### src/rtl/shb_pkg.sv
package shb_pkg;

   typedef enum logic [2:0] {
      ST_IDLE   = 3'd0,
      ST_REQ    = 3'd1,
      ST_SETUP  = 3'd2,
      ST_STROBE = 3'd3,
      ST_RECOV  = 3'd4,
      ST_ACK    = 3'd5,
      ST_REL    = 3'd6
   } shb_state_e;

   function automatic int unsigned shb_max3(input int unsigned a,
                                            input int unsigned b,
                                            input int unsigned c);
      int unsigned m;
      m = (a > b) ? a : b;
      return (m > c) ? m : c;
   endfunction

endpackage

### src/rtl/shb_window_decode.sv
module shb_window_decode #(
   parameter int unsigned HADDR_W  = 16,
   parameter int unsigned MADDR_W  = 12,
   parameter int unsigned WIN_BASE = 7
) (
   input  logic [HADDR_W-1:0] host_addr,
   output logic               hit,
   output logic               data_space,
   output logic [MADDR_W-1:0] local_addr
);
   localparam int unsigned TAG_W = HADDR_W - MADDR_W - 1;

   initial begin : p_param_chk
      assert (MADDR_W >= 1) else $error("MADDR_W must be at least 1");
      assert (HADDR_W >= MADDR_W + 1) else $error("HADDR_W too small for window");
   end

   assign local_addr = host_addr[MADDR_W-1:0];
   assign data_space = host_addr[MADDR_W];

   generate
      if (TAG_W > 0) begin : g_tag
         localparam logic [TAG_W-1:0] TAG = TAG_W'(WIN_BASE);
         assign hit = (host_addr[HADDR_W-1 -: TAG_W] == TAG);
      end else begin : g_full
         assign hit = 1'b1;
      end
   endgenerate

endmodule

### src/rtl/shb_xfer_fsm.sv
module shb_xfer_fsm
   import shb_pkg::*;
#(
   parameter int unsigned SETUP_CYC  = 1,
   parameter int unsigned STROBE_CYC = 2,
   parameter int unsigned RECOV_CYC  = 1
) (
   input  logic clk,
   input  logic rst_n,
   input  logic req,
   input  logic holda_n,
   input  logic host_ds_n,
   output logic idle,
   output logic load,
   output logic hold_n,
   output logic drive,
   output logic strobe,
   output logic capture,
   output logic ack
);
   localparam int unsigned CNT_MAX = shb_max3(SETUP_CYC, STROBE_CYC, RECOV_CYC);
   localparam int unsigned CNT_W   = (CNT_MAX > 1) ? $clog2(CNT_MAX) : 1;
   localparam logic [CNT_W-1:0] SETUP_LD  = CNT_W'(SETUP_CYC - 1);
   localparam logic [CNT_W-1:0] STROBE_LD = CNT_W'(STROBE_CYC - 1);
   localparam logic [CNT_W-1:0] RECOV_LD  = CNT_W'(RECOV_CYC - 1);

   initial begin : p_param_chk
      assert (SETUP_CYC >= 1)  else $error("SETUP_CYC must be at least 1");
      assert (STROBE_CYC >= 1) else $error("STROBE_CYC must be at least 1");
      assert (RECOV_CYC >= 1)  else $error("RECOV_CYC must be at least 1");
   end

   shb_state_e       state;
   logic [CNT_W-1:0] cnt;
   logic             cnt_done;

   assign cnt_done = (cnt == '0);

   always_ff @(posedge clk) begin
      if (!rst_n) begin
         state <= ST_IDLE;
         cnt   <= '0;
      end else begin
         case (state)
            ST_IDLE: begin
               if (req) state <= ST_REQ;
            end
            ST_REQ: begin
               if (!holda_n) begin
                  state <= ST_SETUP;
                  cnt   <= SETUP_LD;
               end
            end
            ST_SETUP: begin
               if (cnt_done) begin
                  state <= ST_STROBE;
                  cnt   <= STROBE_LD;
               end else begin
                  cnt <= cnt - 1'b1;
               end
            end
            ST_STROBE: begin
               if (cnt_done) begin
                  state <= ST_RECOV;
                  cnt   <= RECOV_LD;
               end else begin
                  cnt <= cnt - 1'b1;
               end
            end
            ST_RECOV: begin
               if (cnt_done) state <= ST_ACK;
               else          cnt   <= cnt - 1'b1;
            end
            ST_ACK: begin
               if (host_ds_n) state <= ST_REL;
            end
            ST_REL: begin
               if (holda_n) state <= ST_IDLE;
            end
            default: state <= ST_IDLE;
         endcase
      end
   end

   assign idle    = (state == ST_IDLE);
   assign load    = idle && req;
   assign hold_n  = !(state inside {ST_REQ, ST_SETUP, ST_STROBE, ST_RECOV, ST_ACK});
   assign drive   = (state inside {ST_SETUP, ST_STROBE, ST_RECOV});
   assign strobe  = (state == ST_STROBE);
   assign capture = strobe && cnt_done;
   assign ack     = (state == ST_ACK);

   // the acknowledge phase is entered only from the recovery phase
   a_r2_ack_after_recover: assert property (@(posedge clk) disable iff (!rst_n)
      $rose(ack) |-> $past(state) == ST_RECOV);

   // once released, the request stays off until the bus comes back
   a_r8_release_waits: assert property (@(posedge clk) disable iff (!rst_n)
      (state == ST_REL && !holda_n) |=> hold_n);

endmodule

### src/rtl/shb_data_path.sv
module shb_data_path #(
   parameter int unsigned MADDR_W     = 12,
   parameter int unsigned DATA_W      = 16,
   parameter bit          CAPTURE_REQ = 1'b1
) (
   input  logic               clk,
   input  logic               rst_n,
   input  logic               load,
   input  logic               capture,
   input  logic               ack,
   input  logic [MADDR_W-1:0] in_addr,
   input  logic               in_space,
   input  logic               in_rd,
   input  logic [DATA_W-1:0]  in_wdata,
   input  logic [DATA_W-1:0]  mem_rdata,
   output logic [MADDR_W-1:0] addr_q,
   output logic               space_q,
   output logic               rd_q,
   output logic [DATA_W-1:0]  wdata_q,
   output logic [DATA_W-1:0]  rdata_q
);
   initial begin : p_param_chk
      assert (DATA_W >= 1) else $error("DATA_W must be at least 1");
   end

   generate
      if (CAPTURE_REQ) begin : g_reg_req
         always_ff @(posedge clk) begin
            if (!rst_n) begin
               addr_q  <= '0;
               space_q <= 1'b0;
               rd_q    <= 1'b1;
               wdata_q <= '0;
            end else if (load) begin
               addr_q  <= in_addr;
               space_q <= in_space;
               rd_q    <= in_rd;
               wdata_q <= in_wdata;
            end
         end
      end else begin : g_pass_req
         assign addr_q  = in_addr;
         assign space_q = in_space;
         assign rd_q    = in_rd;
         assign wdata_q = in_wdata;
      end
   endgenerate

   always_ff @(posedge clk) begin
      if (!rst_n)                rdata_q <= '0;
      else if (capture && rd_q)  rdata_q <= mem_rdata;
   end

   // the buffered word does not move while the host is acknowledged
   a_r5_rdata_held: assert property (@(posedge clk) disable iff (!rst_n)
      (ack && $past(ack)) |-> $stable(rdata_q));

endmodule

### src/rtl/shb_bridge.sv
module shb_bridge #(
   parameter int unsigned HADDR_W     = 16,
   parameter int unsigned MADDR_W     = 12,
   parameter int unsigned DATA_W      = 16,
   parameter int unsigned WIN_BASE    = 7,
   parameter int unsigned SETUP_CYC   = 1,
   parameter int unsigned STROBE_CYC  = 2,
   parameter int unsigned RECOV_CYC   = 1,
   parameter bit          CAPTURE_REQ = 1'b1
) (
   input  logic               clk,
   input  logic               rst_n,
   input  logic               host_as_n,
   input  logic               host_ds_n,
   input  logic               host_rd_wr,
   input  logic [HADDR_W-1:0] host_addr,
   input  logic [DATA_W-1:0]  host_wdata,
   output logic [DATA_W-1:0]  host_rdata,
   output logic               host_dtack_n,
   output logic               hold_n,
   input  logic               holda_n,
   output logic               mem_drive,
   output logic [MADDR_W-1:0] mem_addr,
   output logic [DATA_W-1:0]  mem_wdata,
   input  logic [DATA_W-1:0]  mem_rdata,
   output logic               mem_prog_sel_n,
   output logic               mem_data_sel_n,
   output logic               mem_rd_n,
   output logic               mem_wr_n
);
   logic               hit, space_dec;
   logic [MADDR_W-1:0] addr_dec;
   logic               req, idle, load, drive, strobe, capture, ack;
   logic [MADDR_W-1:0] addr_q;
   logic               space_q, rd_q;
   logic [DATA_W-1:0]  wdata_q, rdata_q;

   shb_window_decode #(
      .HADDR_W (HADDR_W),
      .MADDR_W (MADDR_W),
      .WIN_BASE(WIN_BASE)
   ) u_decode (
      .host_addr (host_addr),
      .hit       (hit),
      .data_space(space_dec),
      .local_addr(addr_dec)
   );

   assign req = !host_as_n && !host_ds_n && hit;

   shb_xfer_fsm #(
      .SETUP_CYC (SETUP_CYC),
      .STROBE_CYC(STROBE_CYC),
      .RECOV_CYC (RECOV_CYC)
   ) u_fsm (
      .clk      (clk),
      .rst_n    (rst_n),
      .req      (req),
      .holda_n  (holda_n),
      .host_ds_n(host_ds_n),
      .idle     (idle),
      .load     (load),
      .hold_n   (hold_n),
      .drive    (drive),
      .strobe   (strobe),
      .capture  (capture),
      .ack      (ack)
   );

   shb_data_path #(
      .MADDR_W    (MADDR_W),
      .DATA_W     (DATA_W),
      .CAPTURE_REQ(CAPTURE_REQ)
   ) u_path (
      .clk      (clk),
      .rst_n    (rst_n),
      .load     (load),
      .capture  (capture),
      .ack      (ack),
      .in_addr  (addr_dec),
      .in_space (space_dec),
      .in_rd    (host_rd_wr),
      .in_wdata (host_wdata),
      .mem_rdata(mem_rdata),
      .addr_q   (addr_q),
      .space_q  (space_q),
      .rd_q     (rd_q),
      .wdata_q  (wdata_q),
      .rdata_q  (rdata_q)
   );

   assign mem_drive      = drive;
   assign mem_addr       = drive ? addr_q : '0;
   assign mem_wdata      = (drive && !rd_q) ? wdata_q : '0;
   assign mem_prog_sel_n = !(drive && !space_q);
   assign mem_data_sel_n = !(drive && space_q);
   assign mem_rd_n       = !(strobe && rd_q);
   assign mem_wr_n       = !(strobe && !rd_q);
   assign host_rdata     = rdata_q;
   assign host_dtack_n   = !ack;

   // drivers enabled only while the processor has released its bus
   a_r3_drive_needs_holda: assert property (@(posedge clk) disable iff (!rst_n)
      mem_drive |-> !holda_n);

   // exactly one space select while the bus is driven
   a_r7_one_select: assert property (@(posedge clk) disable iff (!rst_n)
      mem_drive |-> ($countones({mem_prog_sel_n, mem_data_sel_n}) == 1));

   // address steady through an active strobe
   a_r4_addr_steady: assert property (@(posedge clk) disable iff (!rst_n)
      ((!mem_rd_n || !mem_wr_n) && $past(mem_drive)) |-> $stable(mem_addr));

   // a new request only after the processor was seen owning its bus
   a_r8_request_after_return: assert property (@(posedge clk) disable iff (!rst_n)
      $fell(hold_n) |-> $past(holda_n));

   // an idle bridge ignores cycles outside the window
   a_r9_miss_ignored: assert property (@(posedge clk) disable iff (!rst_n)
      (idle && !host_as_n && !host_ds_n && !hit) |=> hold_n);

   // no acknowledge without the processor's release
   a_r2_ack_needs_holda: assert property (@(posedge clk) disable iff (!rst_n)
      !host_dtack_n |-> !holda_n);

endmodule

### config.mk
export PLATFORM = sky130hd
export DESIGN_NAME = shb_bridge
export DESIGN_NICKNAME = d
export VERILOG_FILES = /design/src/rtl/shb_pkg.sv /design/src/rtl/shb_window_decode.sv /design/src/rtl/shb_xfer_fsm.sv /design/src/rtl/shb_data_path.sv /design/src/rtl/shb_bridge.sv
export SDC_FILE = /design/constraint.sdc
export NUM_CORES = 1
export LEC_CHECK = 0
export BUFFER_PORTS_ARGS = -buffer_cell sky130_fd_sc_hd__buf_2
export CORE_UTILIZATION = 48
export DETAILED_ROUTE_END_ITERATION = 6
export PLACE_DENSITY = 0.78
export SYNTH_ARGS = -nofsm -noshare
export SYNTH_HDL_FRONTEND = slang
export SYNTH_HIERARCHICAL = 1
export SYNTH_SLANG_ARGS = --single-unit
### constraint.sdc
create_clock -name clk -period 2 [get_ports clk]
set_input_delay 0.4 -clock clk [delete_from_list [all_inputs] [get_ports clk]]
set_output_delay 0.4 -clock clk [all_outputs]
set_load 0.01 [all_outputs]
==> impl_table.tex, run 1 <==
\begin{tabular}{lr}
\hline
Metric & Value \\
\hline
\multicolumn{2}{l}{\textbf{Run status}} \\
Status & complete, no violations \\
\multicolumn{2}{l}{\textbf{Detailed routing}} \\
Detail-routed via count per cell & 4.97 \\
First DRT Iteration DRCs & 81 \\
Overall routed net length & roughly 5100 um \\
Remaining design rule violation count & 0 \\
Via count & roughly 2100 \\
Routed length per instance & about 12 um \\
Detailed-routing iteration count for the pre-antenna-repair pass & 4 \\
Number of antenna-violating nets in the routed design & 0 \\
\multicolumn{2}{l}{\textbf{Final layout}} \\
Number of nets in the layout & about 400 \\
Total of fill cells in the finished design & 466 \\
Area Growth Syn to Fin & 21.8\% \\
Fraction of layout instances using a drive strength above 1 & 0.425 \\
Final core utilization & 0.607 \\
Diode insertion count for antenna repair & 0 \\
\multicolumn{2}{l}{\textbf{Placed design}} \\
Sum of net half-perimeters after detailed placement & around 3500 um \\
Port Buffers & 104 \\
RD Place Congestion & about 0.75 \\
\multicolumn{2}{l}{\textbf{Floorplan}} \\
Number of primary I/O pins & approximately 110 \\
Starting utilization of the core area & 0.499 \\
Core outline area & approximately 5100 sq um \\
Cell row count & 26 \\
Overall die height & approximately 75 um \\
Die span in x & about 75 um \\
Die Outline Area & 5600 sq um \\
\multicolumn{2}{l}{\textbf{Setup path}} \\
Critical Path Start Type & register \\
Element type at the critical path end & primary output \\
Path type of the worst setup path & reg2out \\
CP Data Required Time & 1.60 ns \\
Worst Path Arrival & approximately 1.5 ns \\
Biggest fanout along the worst timing path & 31 \\
Reg2reg path depth & 5 \\
\multicolumn{2}{l}{\textbf{STA}} \\
Number of pins with negative max-slew slack in the final report & 0 \\
Fmax & roughly 520 MHz \\
Total negative setup slack & 0 ns \\
Pin slew with the least headroom to its limit & roughly 0.53 ns \\
Number of hold-slack violations in the final timing report & 0 \\
Time the final worst path needs with I/O delays and setup & $\sim$1.9 ns \\
Post-route worst hold slack & between 0.3 and 0.4 ns \\
Part of the cycle the worst path needs & 0.965 \\
Unrepaired setup endpoints after global routing & false \\
Largest clock skew in the final design & around 0.0055 ns \\
Setup-violating endpoint count in the final report & 0 \\
Normalized max-slew margin & 0.649 \\
\multicolumn{2}{l}{\textbf{Power and ir drop}} \\
Leakage power summed over all cells & 0.00137 uW \\
VDD IR max & around 0.35 mV \\
Total power per unit cell area & 652 nW/um\^{}2 \\
\multicolumn{2}{l}{\textbf{Synth}} \\
Fraction of synthesis flops using an asynchronous set or reset pin & 0 \\
Synthesized netlist net count & 320 \\
Mean post-synth cell area & 9.58 sq um \\
Main combinational cell family by area after synthesis & simple AND/OR/NAND/NOR gates \\
Simple logic cell fraction of the synthesized area & 0.285 \\
Synth cell types & 34 \\
Part of the Yosys area used for sequential elements & 0.393 \\
Seq cells post-synth & 50 \\
Xor-xnor portion of the synthesized cell area & 0 \\
Netlist Area Pre-Place & between 2000 and 3000 sq um \\
Adder-cell area share of the yosys netlist & 0.00442 \\
Count of mapped cells out of synthesis & approximately 270 \\
Mux contribution to synthesized area & 0.118 \\
Number of enable-type register cells in the synthesized netlist & 0 \\
Synthesized-area fraction occupied by ao, oa, aoi and oai cells & 0.0894 \\
Warnings from Yosys & 6 \\
Primary flip-flop cell chosen by synthesis mapping & dfxtp\_1 \\
\multicolumn{2}{l}{\textbf{Global routing}} \\
Initial antenna violation count & 0 \\
Wire length of the first global-routing pass & between 7000 and 8000 um \\
Overall overflow remaining after global route & 0 \\
Overall fraction of global-route tracks in use & 0.183 \\
Maximum number of pins on one net before global-route repair & 43 \\
Number of global-route vias before repair & 1860 \\
\multicolumn{2}{l}{\textbf{Clocking}} \\
Root buffer cell & clkbuf\_8 \\
Clock buffer count from CTS & 5 \\
Hold-fix buffers at CTS & 0 \\
Max Buffers Root-to-Sink & 2 \\
Clock sink count & 50 \\
CTS clock-pin slew for the worst setup and hold paths & 0.09 ns \\
TritonCTS clock tree & yes \\
Total number of H-tree levels & 2 \\
Clock latency on the worst-skew pair & slightly below 0.3 ns \\
\multicolumn{2}{l}{\textbf{Worst hold path}} \\
Worst Hold Class & in2reg \\
Min-Delay Path Depth & 3 \\
\multicolumn{2}{l}{\textbf{Run}} \\
Total of max-cap violations & 0 \\
\hline
\end{tabular}
critical path: stages, from the launching register on:
cell and delay (ns):
dfxtp_4 0.39, nand2b_4 0.16, o21ai_2 0.18, buf_12 0.18, and3b_1 0.19, buf_2 0.13
state kept, by name, summed over array words and instances (netlist names):
register	cells
u_path/rdata_q	16
u_fsm/cnt	1
u_path/space_q	1
u_fsm/state	3
u_path/addr_q	12
u_path/rd_q	1
u_path/wdata_q	16
power by group:
part	internal, uW	total (uW)	switching [uW]
clock network	373	703	329
registers	1020	1050	30.5
logic	141	272	130
total	1530	2020	490
final cells by class:
| cell class | count | area [sq um] | area share |
|---|---|---|---|
| clock buffers | 6 | 72.6 | 0.0234 |
| clock inverters | 2 | 37.5 | 0.0121 |
| inverters | 3 | 11.3 | 0.00363 |
| multi-input cells | 177 | 1280 | 0.413 |
| flip-flops and latches | 50 | 1010 | 0.325 |
| well taps | 70 | 87.6 | 0.0282 |
| repair buffers | 110 | 603 | 0.194 |
logic make-up (layout without fill, tap and decap cells):
logic type,count (synthesis),in the layout
compound gates,31,31
fa+ha+maj,1,1
buf+inv,39,121
flops,50,50
mux,30,30
simple gates,115,115
cell usage after synthesis (7+ instances only):
master,count,area [sq um]
nand4_1,16,100
buf_2,8,40.0
dfxtp_1,50,1000
and3b_1,9,78.8
mux2i_1,30,300
and2_1,13,81.3
buf_6,7,78.8
nor2b_1,31,194
o21ai_2,10,87.6
buf_4,15,113
nand2_1,19,71.3
o21ai_0,10,50.1
and3b_2,7,70.1
layer usage:
layer  vias to the layer above  GRT usage  routed length (um)
met5                         -          0                   0
met1                       951      0.213                2340
met2                        66      0.340                2540
met4                         0     0.0440                  34
met3                         4     0.0415                 231
li1                       1058          -                   -
worst paths after layout:
path,from,endpoint,slack [ns]
worst min-delay path,host_rd_wr,u_path/rd_q,0.34
worst max register to register,u_fsm/state[1],u_path/wdata_q[4],0.51
worst min register to register,u_path/rdata_q[5],u_path/rdata_q[5],0.46
worst max-delay path,u_fsm/state[1],mem_wdata[10],0.07
layout by cell type (no fill, tap or decap), types with 2 or more instances in the layout:
master    Yosys  layout
clkbuf_8      0       5
a21o_1        2       2
nor3_1        3       2
and2_1       13      12
nor2b_1      31      31
a21oi_1       3       3
o21ai_2      10      11
buf_12        1       3
inv_1         3       3
nand2b_1      5       4
dfxtp_1      50      47
mux2i_1      30      30
nor2_1        5       5
o31ai_2       2       2
buf_2         8     104
dfxtp_2       0       2
and3b_1       9       9
o21ai_0      10       9
buf_4        15       3
and3b_2       7       7
nand2_1      19      19
nand2b_4      1       2
nand4_1      16      16
repair_timing:
action,CTS,global route
pin swaps,0,1
resized for setup,2,4
endpoints found under the setup margin,28,26
setup buffers,0,0
through the flow:
| stage | cells | setup slack, ns | area [sq um] | power [uW] |
|---|---|---|---|---|
| 2_1_floorplan | 266 | 0.103 | 2550 | 1260 |
| 3_3_place_gp | 410 | 0.159 | 2970 | 1330 |
| 3_5_place_dp | 410 | 0.0905 | 2970 | 1340 |
| 4_1_cts | 418 | 0.00944 | 3090 | 2040 |
| 5_1_grt | 418 | 0.0000510 | 3100 | 2110 |
| 6_report | 418 | 0.0708 | 3100 | 2020 |
(Power assumes the default switching activity.)
==> run 2: changes to the inputs <==
--- a/config.mk
+++ b/config.mk
@@ -6,6 +6,7 @@
 export NUM_CORES = 1
 export LEC_CHECK = 0
 export BUFFER_PORTS_ARGS = -buffer_cell sky130_fd_sc_hd__buf_2
+export CORE_MARGIN = 4
 export CORE_UTILIZATION = 48
 export DETAILED_ROUTE_END_ITERATION = 6
 export PLACE_DENSITY = 0.78
==> constraint.sdc (replaced) <==
create_clock -name clk -period 2 [get_ports clk]
set_input_delay 0.2 -clock clk [delete_from_list [all_inputs] [get_ports clk]]
set_output_delay 0.2 -clock clk [all_outputs]
set_load 0.01 [all_outputs]
==> run 2 against run 1 <==
Compared with the run above:
- non-clock buffer count is the same
- combinational power fell by 4%
- core utilization is 1.5 points lower
- global-route usage shrank 1.7 points
- cell count unchanged
- power down 7.2%
- sequential share of layout area grew 0.48 points
- sequential power barely moved
- first-iteration DRC count shrank 26%
==> impl_table.tex, run 2 (same netlist as run 1, synthesis figures left out) <==
\begin{tabular}{lr}
\hline
Metric & Value \\
\hline
\multicolumn{2}{l}{\textbf{Run status}} \\
Status & complete, no violations \\
\multicolumn{2}{l}{\textbf{Setup path}} \\
Chain of cells forming the critical path & nand2b\_1 > o21ai\_1 > buf\_6 > and3b\_2 > buf\_2 \\
CP Data Required Time & between 1.5 and 2 ns \\
Reg2reg path depth & 4 \\
Biggest fanout along the worst timing path & 31 \\
Path type of the worst setup path & reg2out \\
Setup slack, reg-to-reg & 0.44 ns \\
Reg-to-Reg End & u\_path/rdata\_q[1] \\
Crit Reg-Reg Startpoint & u\_fsm/state[0] \\
Critical Path Start Type & register \\
Buffer and inverter count on the worst path & 2 \\
Worst Path Arrival & around 1.7 ns \\
Cell family with most CP delay & flip-flops \\
Delay contributed by the slowest stage of the critical path & roughly 0.47 ns \\
Master of the slowest instance on the critical path & dfxtp\_2 \\
Element type at the critical path end & primary output \\
Number of gates on the worst path with buffers counted & 5 \\
\multicolumn{2}{l}{\textbf{Power and ir drop}} \\
VDD IR max & about 0.34 mV \\
Sequential fraction of design power & 0.558 \\
Leakage power summed over all cells & approximately 0.0014 uW \\
Part of the power in combinational logic & 0.139 \\
Tot Pwr & roughly 1900 uW \\
Net switching power figure & roughly 480 uW \\
Internal power of the cells & roughly 1400 uW \\
Clock group share of total power & 0.303 \\
Total power per unit cell area & $\sim$620 nW/um\^{}2 \\
Switching share of power & 0.257 \\
\multicolumn{2}{l}{\textbf{Floorplan}} \\
Starting utilization of the core area & 0.496 \\
Die Outline Area & between 6000 and 7000 sq um \\
Die span in x & roughly 80 um \\
Cell row count & 26 \\
Overall die height & roughly 80 um \\
Number of primary I/O pins & around 110 \\
Core outline area & about 5100 sq um \\
\multicolumn{2}{l}{\textbf{Worst hold path}} \\
Worst Hold Class & in2reg \\
Worst Min Path Start & host\_rd\_wr \\
Min-Delay Path Depth & 3 \\
Worst-case hold path end point & u\_path/rd\_q \\
\multicolumn{2}{l}{\textbf{Placed design}} \\
RD Place Congestion & around 0.74 \\
Instance area after placement & 2950 sq um \\
Sum of net half-perimeters after detailed placement & 3850 um \\
Port Buffers & about 100 \\
\# placed instances & slightly above 400 \\
\multicolumn{2}{l}{\textbf{Clocking}} \\
Hold-fix buffers at CTS & 0 \\
Clock latency on the worst-skew pair & 0.30 ns \\
Root buffer cell & clkbuf\_8 \\
Total number of H-tree levels & 2 \\
Clock sink count & 50 \\
Max Buffers Root-to-Sink & 2 \\
TritonCTS clock tree & yes \\
Clock buffer count from CTS & 5 \\
CTS clock-pin slew for the worst setup and hold paths & roughly 0.09 ns \\
\# Post-CTS Setup Buffers & 0 \\
\multicolumn{2}{l}{\textbf{STA}} \\
Largest clock skew in the final design & 0.00718 ns \\
Total negative setup slack & 0 ns \\
Time the final worst path needs with I/O delays and setup & 1.86 ns \\
Pin slew with the least headroom to its limit & $\sim$0.59 ns \\
Number of hold-slack violations in the final timing report & 0 \\
Part of the cycle the worst path needs & 0.928 \\
Setup-violating endpoint count in the final report & 0 \\
Normalized max-slew margin & 0.609 \\
Unrepaired setup endpoints after global routing & false \\
Number of pins with negative max-slew slack in the final report & 0 \\
Fmax & 539 MHz \\
\multicolumn{2}{l}{\textbf{Final layout}} \\
Layout Cells excl Fill & between 400 and 500 \\
Fraction of layout instances using a drive strength above 1 & 0.420 \\
Number of nets in the layout & 401 \\
Total non-filler cell area in the finished layout & 3050 sq um \\
Area Growth Syn to Fin & 19.5\% \\
Most used cells in the layout excluding fill and tap cells & buf\_2, dfxtp\_1, nor2b\_1 \\
Largest registers in the final layout & u\_path/rdata\_q: 16 flops, u\_path/wdata\_q: 16 flops, u\_path/addr\_q: 12 flops \\
Final core utilization & 0.593 \\
Commonest non-fill, non-tap cell in the layout & buf\_2 \\
Diode insertion count for antenna repair & 0 \\
\multicolumn{2}{l}{\textbf{Detailed routing}} \\
Detailed-routing iteration count for the pre-antenna-repair pass & 4 \\
Detail-routed via count per cell & between 4 and 5 \\
Via count & approximately 2100 \\
Routed length per instance & 12.8 um \\
Remaining design rule violation count & 0 \\
Overall routed net length & 5340 um \\
First DRT Iteration DRCs & 60 \\
Number of antenna-violating nets in the routed design & 0 \\
\multicolumn{2}{l}{\textbf{Global routing}} \\
Overall overflow remaining after global route & 0 \\
Initial antenna violation count & 0 \\
Overall fraction of global-route tracks in use & 0.166 \\
Wire length of the first global-routing pass & $\sim$8700 um \\
Maximum number of pins on one net before global-route repair & 38 \\
Number of global-route vias before repair & 1967 \\
\multicolumn{2}{l}{\textbf{Run}} \\
Total of max-cap violations & 0 \\
\hline
\end{tabular}
run 2: worst min-delay path: cells and delay by family:
kind / cells / cell delay (ns)
buf+inv: 1 / 0.08
mux: 1 / 0.05
simple gates: 1 / 0.05
run 2: what timing repair did:
action | 4_1_cts | 5_1_grt
endpoints found under the hold margin | 0 | 0
setup endpoints to repair | 27 | 28
resized for setup | 1 | 2
run 2: how the worst max path moves through the flow:
stage,start,endpoint,slack (ns)
after floorplan,u_fsm/state[1],mem_wdata[10],0.30
after global placement,u_fsm/state[2],mem_wdata[14],0.30
after detailed placement,u_fsm/state[2],mem_wdata[3],0.26
after CTS,u_fsm/state[1],mem_wdata[3],0.05
after global routing,u_fsm/state[2],mem_wdata[3],0.02
final,u_fsm/state[2],mem_wdata[3],0.14
run 2: through the flow:
step           setup slack (ns)  hold WS, ns
2_1_floorplan             0.303        0.328
3_3_place_gp              0.302        0.433
3_5_place_dp              0.262        0.431
4_1_cts                  0.0490        0.107
5_1_grt                  0.0154        0.110
6_report                  0.143        0.115
run 2: power by group through the flow:
stage	clock, uW	sequential, uW	combinational (uW)
after floorplan	0	1050	205
after global placement	0	1070	253
after detailed placement	0	1070	261
after CTS	599	1050	262
after global routing	638	1050	291
final	569	1050	261
run 2: routing by layer:
layer  GRT usage  routed length (um)
met1       0.195                2310
met2       0.287                2530
met3      0.0576                 460
met4      0.0456                  44
met5           0                   0
run 2: layout make-up:
type / instances / area (sq um)
clock buffers: 5 / 68.8
flip-flops and latches: 50 / 1000
repair buffers: 110 / 582
inverters: 3 / 11.3
multi-input cells: 177 / 1270
fillers: 487 / 2090
well taps: 70 / 87.6
clock inverters: 3 / 21.3
==> run 3: changes to the inputs <==
--- a/config.mk
+++ b/config.mk
@@ -6,11 +6,10 @@
 export NUM_CORES = 1
 export LEC_CHECK = 0
 export BUFFER_PORTS_ARGS = -buffer_cell sky130_fd_sc_hd__buf_2
-export CORE_MARGIN = 4
-export CORE_UTILIZATION = 48
+export CAP_MARGIN = 40
+export CORE_UTILIZATION = 47
 export DETAILED_ROUTE_END_ITERATION = 6
 export PLACE_DENSITY = 0.78
 export SYNTH_ARGS = -nofsm -noshare
 export SYNTH_HDL_FRONTEND = slang
-export SYNTH_HIERARCHICAL = 1
 export SYNTH_SLANG_ARGS = --single-unit
==> run 3 against run 2 <==
Compared with the run above:
- setup slack worse by 0.029 ns
- non-clock buffer count down 3
- global-route usage up 3.1 points
- largest power group unchanged
- critical endpoint is now mem_wdata[9]
- design area fell by 2.0%
- first-iteration DRC count is 53% higher
- clock-buffer cell count is 2 higher
- fmax shrank 1.6%
- clock power rose by 3.7%
- combinational power rose by 26%
- worst hold slack improved by 0.0069 ns
==> impl_table.tex, run 3 <==
\begin{tabular}{lr}
\hline
Metric & Value \\
\hline
\multicolumn{2}{l}{\textbf{Run status}} \\
Status & complete, no violations \\
\multicolumn{2}{l}{\textbf{Setup path}} \\
Element type at the critical path end & primary output \\
Cell family with most CP delay & flip-flops \\
Worst Path Arrival & 1.69 ns \\
Crit Reg-Reg Startpoint & u\_fsm.state[2] \\
Chain of cells forming the critical path & nor3b\_1 > a21o\_2 > and2b\_4 > and2\_1 > buf\_2 \\
Biggest fanout along the worst timing path & 16 \\
Setup slack, reg-to-reg & about 0.45 ns \\
Path type of the worst setup path & reg2out \\
Master of the slowest instance on the critical path & dfxtp\_1 \\
Reg-to-Reg End & u\_path.addr\_q[9] \\
Critical Path Start Type & register \\
Buffer and inverter count on the worst path & 1 \\
Origin of the worst setup path & u\_fsm.state[0] \\
CP Data Required Time & between 1.5 and 2 ns \\
Reg2reg path depth & 4 \\
Delay contributed by the slowest stage of the critical path & about 0.57 ns \\
\multicolumn{2}{l}{\textbf{Synth}} \\
Most common library cells after synthesis & nand2\_1, dfxtp\_1, and2\_1, a21boi\_2, a21boi\_1 \\
Seq cells post-synth & 50 \\
Number of enable-type register cells in the synthesized netlist & 0 \\
Synthesized netlist net count & $\sim$340 \\
Most used standard cell by instance count after synthesis & nand2\_1 \\
Warnings from Yosys & 0 \\
Netlist Area Pre-Place & 2370 sq um \\
Area leader, netlist & dfxtp\_1 \\
Count of mapped cells out of synthesis & 282 \\
Primary flip-flop cell chosen by synthesis mapping & dfxtp\_1 \\
Fraction of synthesis flops using an asynchronous set or reset pin & 0 \\
Mean post-synth cell area & 8.39 sq um \\
Area share of the largest cell type after synthesis & 0.423 \\
Synth cell types & 35 \\
Top cells by area, synth & dfxtp\_1, nand2\_1, a21boi\_2 \\
Part of the Yosys area used for sequential elements & 0.423 \\
\multicolumn{2}{l}{\textbf{Floorplan}} \\
Die span in x & around 73 um \\
Number of primary I/O pins & approximately 110 \\
Starting utilization of the core area & 0.494 \\
Die Outline Area & approximately 5300 sq um \\
Cell row count & 25 \\
Core outline area & roughly 4800 sq um \\
Overall die height & approximately 73 um \\
\multicolumn{2}{l}{\textbf{Detailed routing}} \\
Remaining design rule violation count & 0 \\
Overall routed net length & approximately 5000 um \\
First DRT Iteration DRCs & about 90 \\
Via count & $\sim$2100 \\
Detailed-routing iteration count for the pre-antenna-repair pass & 4 \\
Routed length per instance & around 11 um \\
Detail-routed via count per cell & roughly 4.8 \\
Number of antenna-violating nets in the routed design & 0 \\
\multicolumn{2}{l}{\textbf{Final layout}} \\
Largest registers in the final layout & u\_path.rdata\_q: 16 flops, u\_path.wdata\_q: 16 flops, u\_path.addr\_q: 12 flops \\
Commonest non-fill, non-tap cell in the layout & buf\_2 \\
Number of nets in the layout & 432 \\
Final core utilization & 0.624 \\
Total area of multi-input combinational cells & 1260 sq um \\
Layout Cells excl Fill & 446 \\
Total of fill cells in the finished design & between 400 and 500 \\
Diode insertion count for antenna repair & 0 \\
Most used cells in the layout excluding fill and tap cells & buf\_2, nand2\_1, dfxtp\_1 \\
Footprint of the flip-flops and latches & $\sim$1000 sq um \\
Fraction of layout instances using a drive strength above 1 & 0.377 \\
Total non-filler cell area in the finished layout & roughly 3000 sq um \\
Area Growth Syn to Fin & 26.2\% \\
\multicolumn{2}{l}{\textbf{Clocking}} \\
Root buffer cell & clkbuf\_8 \\
TritonCTS clock tree & yes \\
\# Post-CTS Setup Buffers & 0 \\
Total number of H-tree levels & 2 \\
Clock latency on the worst-skew pair & 0.29 ns \\
Clock buffer count from CTS & 5 \\
Max Buffers Root-to-Sink & 2 \\
CTS clock-pin slew for the worst setup and hold paths & roughly 0.080 ns \\
Clock sink count & 50 \\
\multicolumn{2}{l}{\textbf{STA}} \\
Setup-violating endpoint count in the final report & 0 \\
Unrepaired setup endpoints after global routing & false \\
Fmax & 530 MHz \\
Largest clock skew in the final design & around 0.007 ns \\
Time the final worst path needs with I/O delays and setup & 1.89 ns \\
Part of the cycle the worst path needs & 0.943 \\
Pin slew with the least headroom to its limit & approximately 0.72 ns \\
Total negative setup slack & 0 ns \\
Number of hold-slack violations in the final timing report & 0 \\
Normalized max-slew margin & 0.517 \\
Number of pins with negative max-slew slack in the final report & 0 \\
\multicolumn{2}{l}{\textbf{Global routing}} \\
GR Util met2 & 0.368 \\
Maximum number of pins on one net before global-route repair & 52 \\
Wire length of the first global-routing pass & 8380 um \\
Routing layer with the top usage in global route & met2 \\
Overall overflow remaining after global route & 0 \\
Met3 track demand over resource & 0.0539 \\
Number of global-route vias before repair & 2012 \\
Overall fraction of global-route tracks in use & 0.197 \\
Initial antenna violation count & 0 \\
Met1 capacity usage during global routing & 0.228 \\
\multicolumn{2}{l}{\textbf{Worst hold path}} \\
Worst Hold Class & in2reg \\
Worst-case hold path end point & u\_path.rd\_q \\
Min-Delay Path Depth & 3 \\
Worst Min Path Start & host\_rd\_wr \\
\multicolumn{2}{l}{\textbf{Power and ir drop}} \\
Leakage power summed over all cells & 0.00129 uW \\
Tot Pwr & $\sim$2000 uW \\
Total power per unit cell area & around 670 nW/um\^{}2 \\
VDD IR max & roughly 0.64 mV \\
\multicolumn{2}{l}{\textbf{Placed design}} \\
\# placed instances & $\sim$440 \\
Port Buffers & roughly 100 \\
Sum of net half-perimeters after detailed placement & approximately 3600 um \\
Instance area after placement & roughly 2900 sq um \\
RD Place Congestion & a little under 0.8 \\
\multicolumn{2}{l}{\textbf{Run}} \\
Total of max-cap violations & 0 \\
\hline
\end{tabular}
==> run 3: worst reg2reg max path, cell delays in order (launching register included) <==
cell and delay [ns]:
dfxtp_2 0.40, nor4b_4 0.33, and4_4 0.49, nand2_1 0.14, a21boi_2 0.13
==> run 3: through the flow <==
stage | worst slack [ns] | hold slack [ns]
after floorplan | 0.597 | 0.324
after global routing | 0.0154 | 0.114
after detailed placement | 0.323 | 0.421
final | 0.114 | 0.122
after CTS | 0.103 | 0.121
after global placement | 0.389 | 0.415
==> run 3: kinds of logic after synthesis <==
| group | count (synthesis) | share of synthesized area |
|---|---|---|
| mux | 1 | 0.00423 |
| buf+inv | 20 | 0.0460 |
| flops | 50 | 0.423 |
| simple gates | 152 | 0.317 |
| compound gates | 59 | 0.209 |
==> run 3: final cells by class <==
class,instances,share of cell area
clock inverter,1,0.00168
tap,67,0.0281
multi-input combinational,212,0.421
inverter,2,0.00251
sequential,50,0.336
timing repair buffer,107,0.182
clock buffer,7,0.0289
==> run 3: where the power goes <==
group | internal, uW | switching, uW | leakage, uW
Sequential | 1040 | 58.7 | 0.000405
Clock | 280 | 311 | 0.0000482
Combinational | 162 | 166 | 0.000837
==> run 3: worst max path at each step <==
stage | endpoint | slack (ns) | cells after the start
6_report | mem_wdata[9] | 0.11 | 5
2_1_floorplan | mem_wdata[10] | 0.60 | 5
4_1_cts | mem_wdata[9] | 0.10 | 5
5_1_grt | mem_wdata[5] | 0.02 | 5
3_5_place_dp | mem_wdata[9] | 0.32 | 5
3_3_place_gp | mem_wdata[0] | 0.39 | 5
==> run 3: routing by layer <==
layer,share of wire,wire length (um)
met4,0.0057,29
met3,0.062,318
met1,0.45,2280
met5,0,0
met2,0.49,2490
==> run 3: timing repair <==
action / 4_1_cts / 5_1_grt
endpoints found under the hold margin: 0 / 0
hold buffers: 0 / 0
gates resized for setup: 1 / 1
endpoints found under the setup margin: 1 / 5
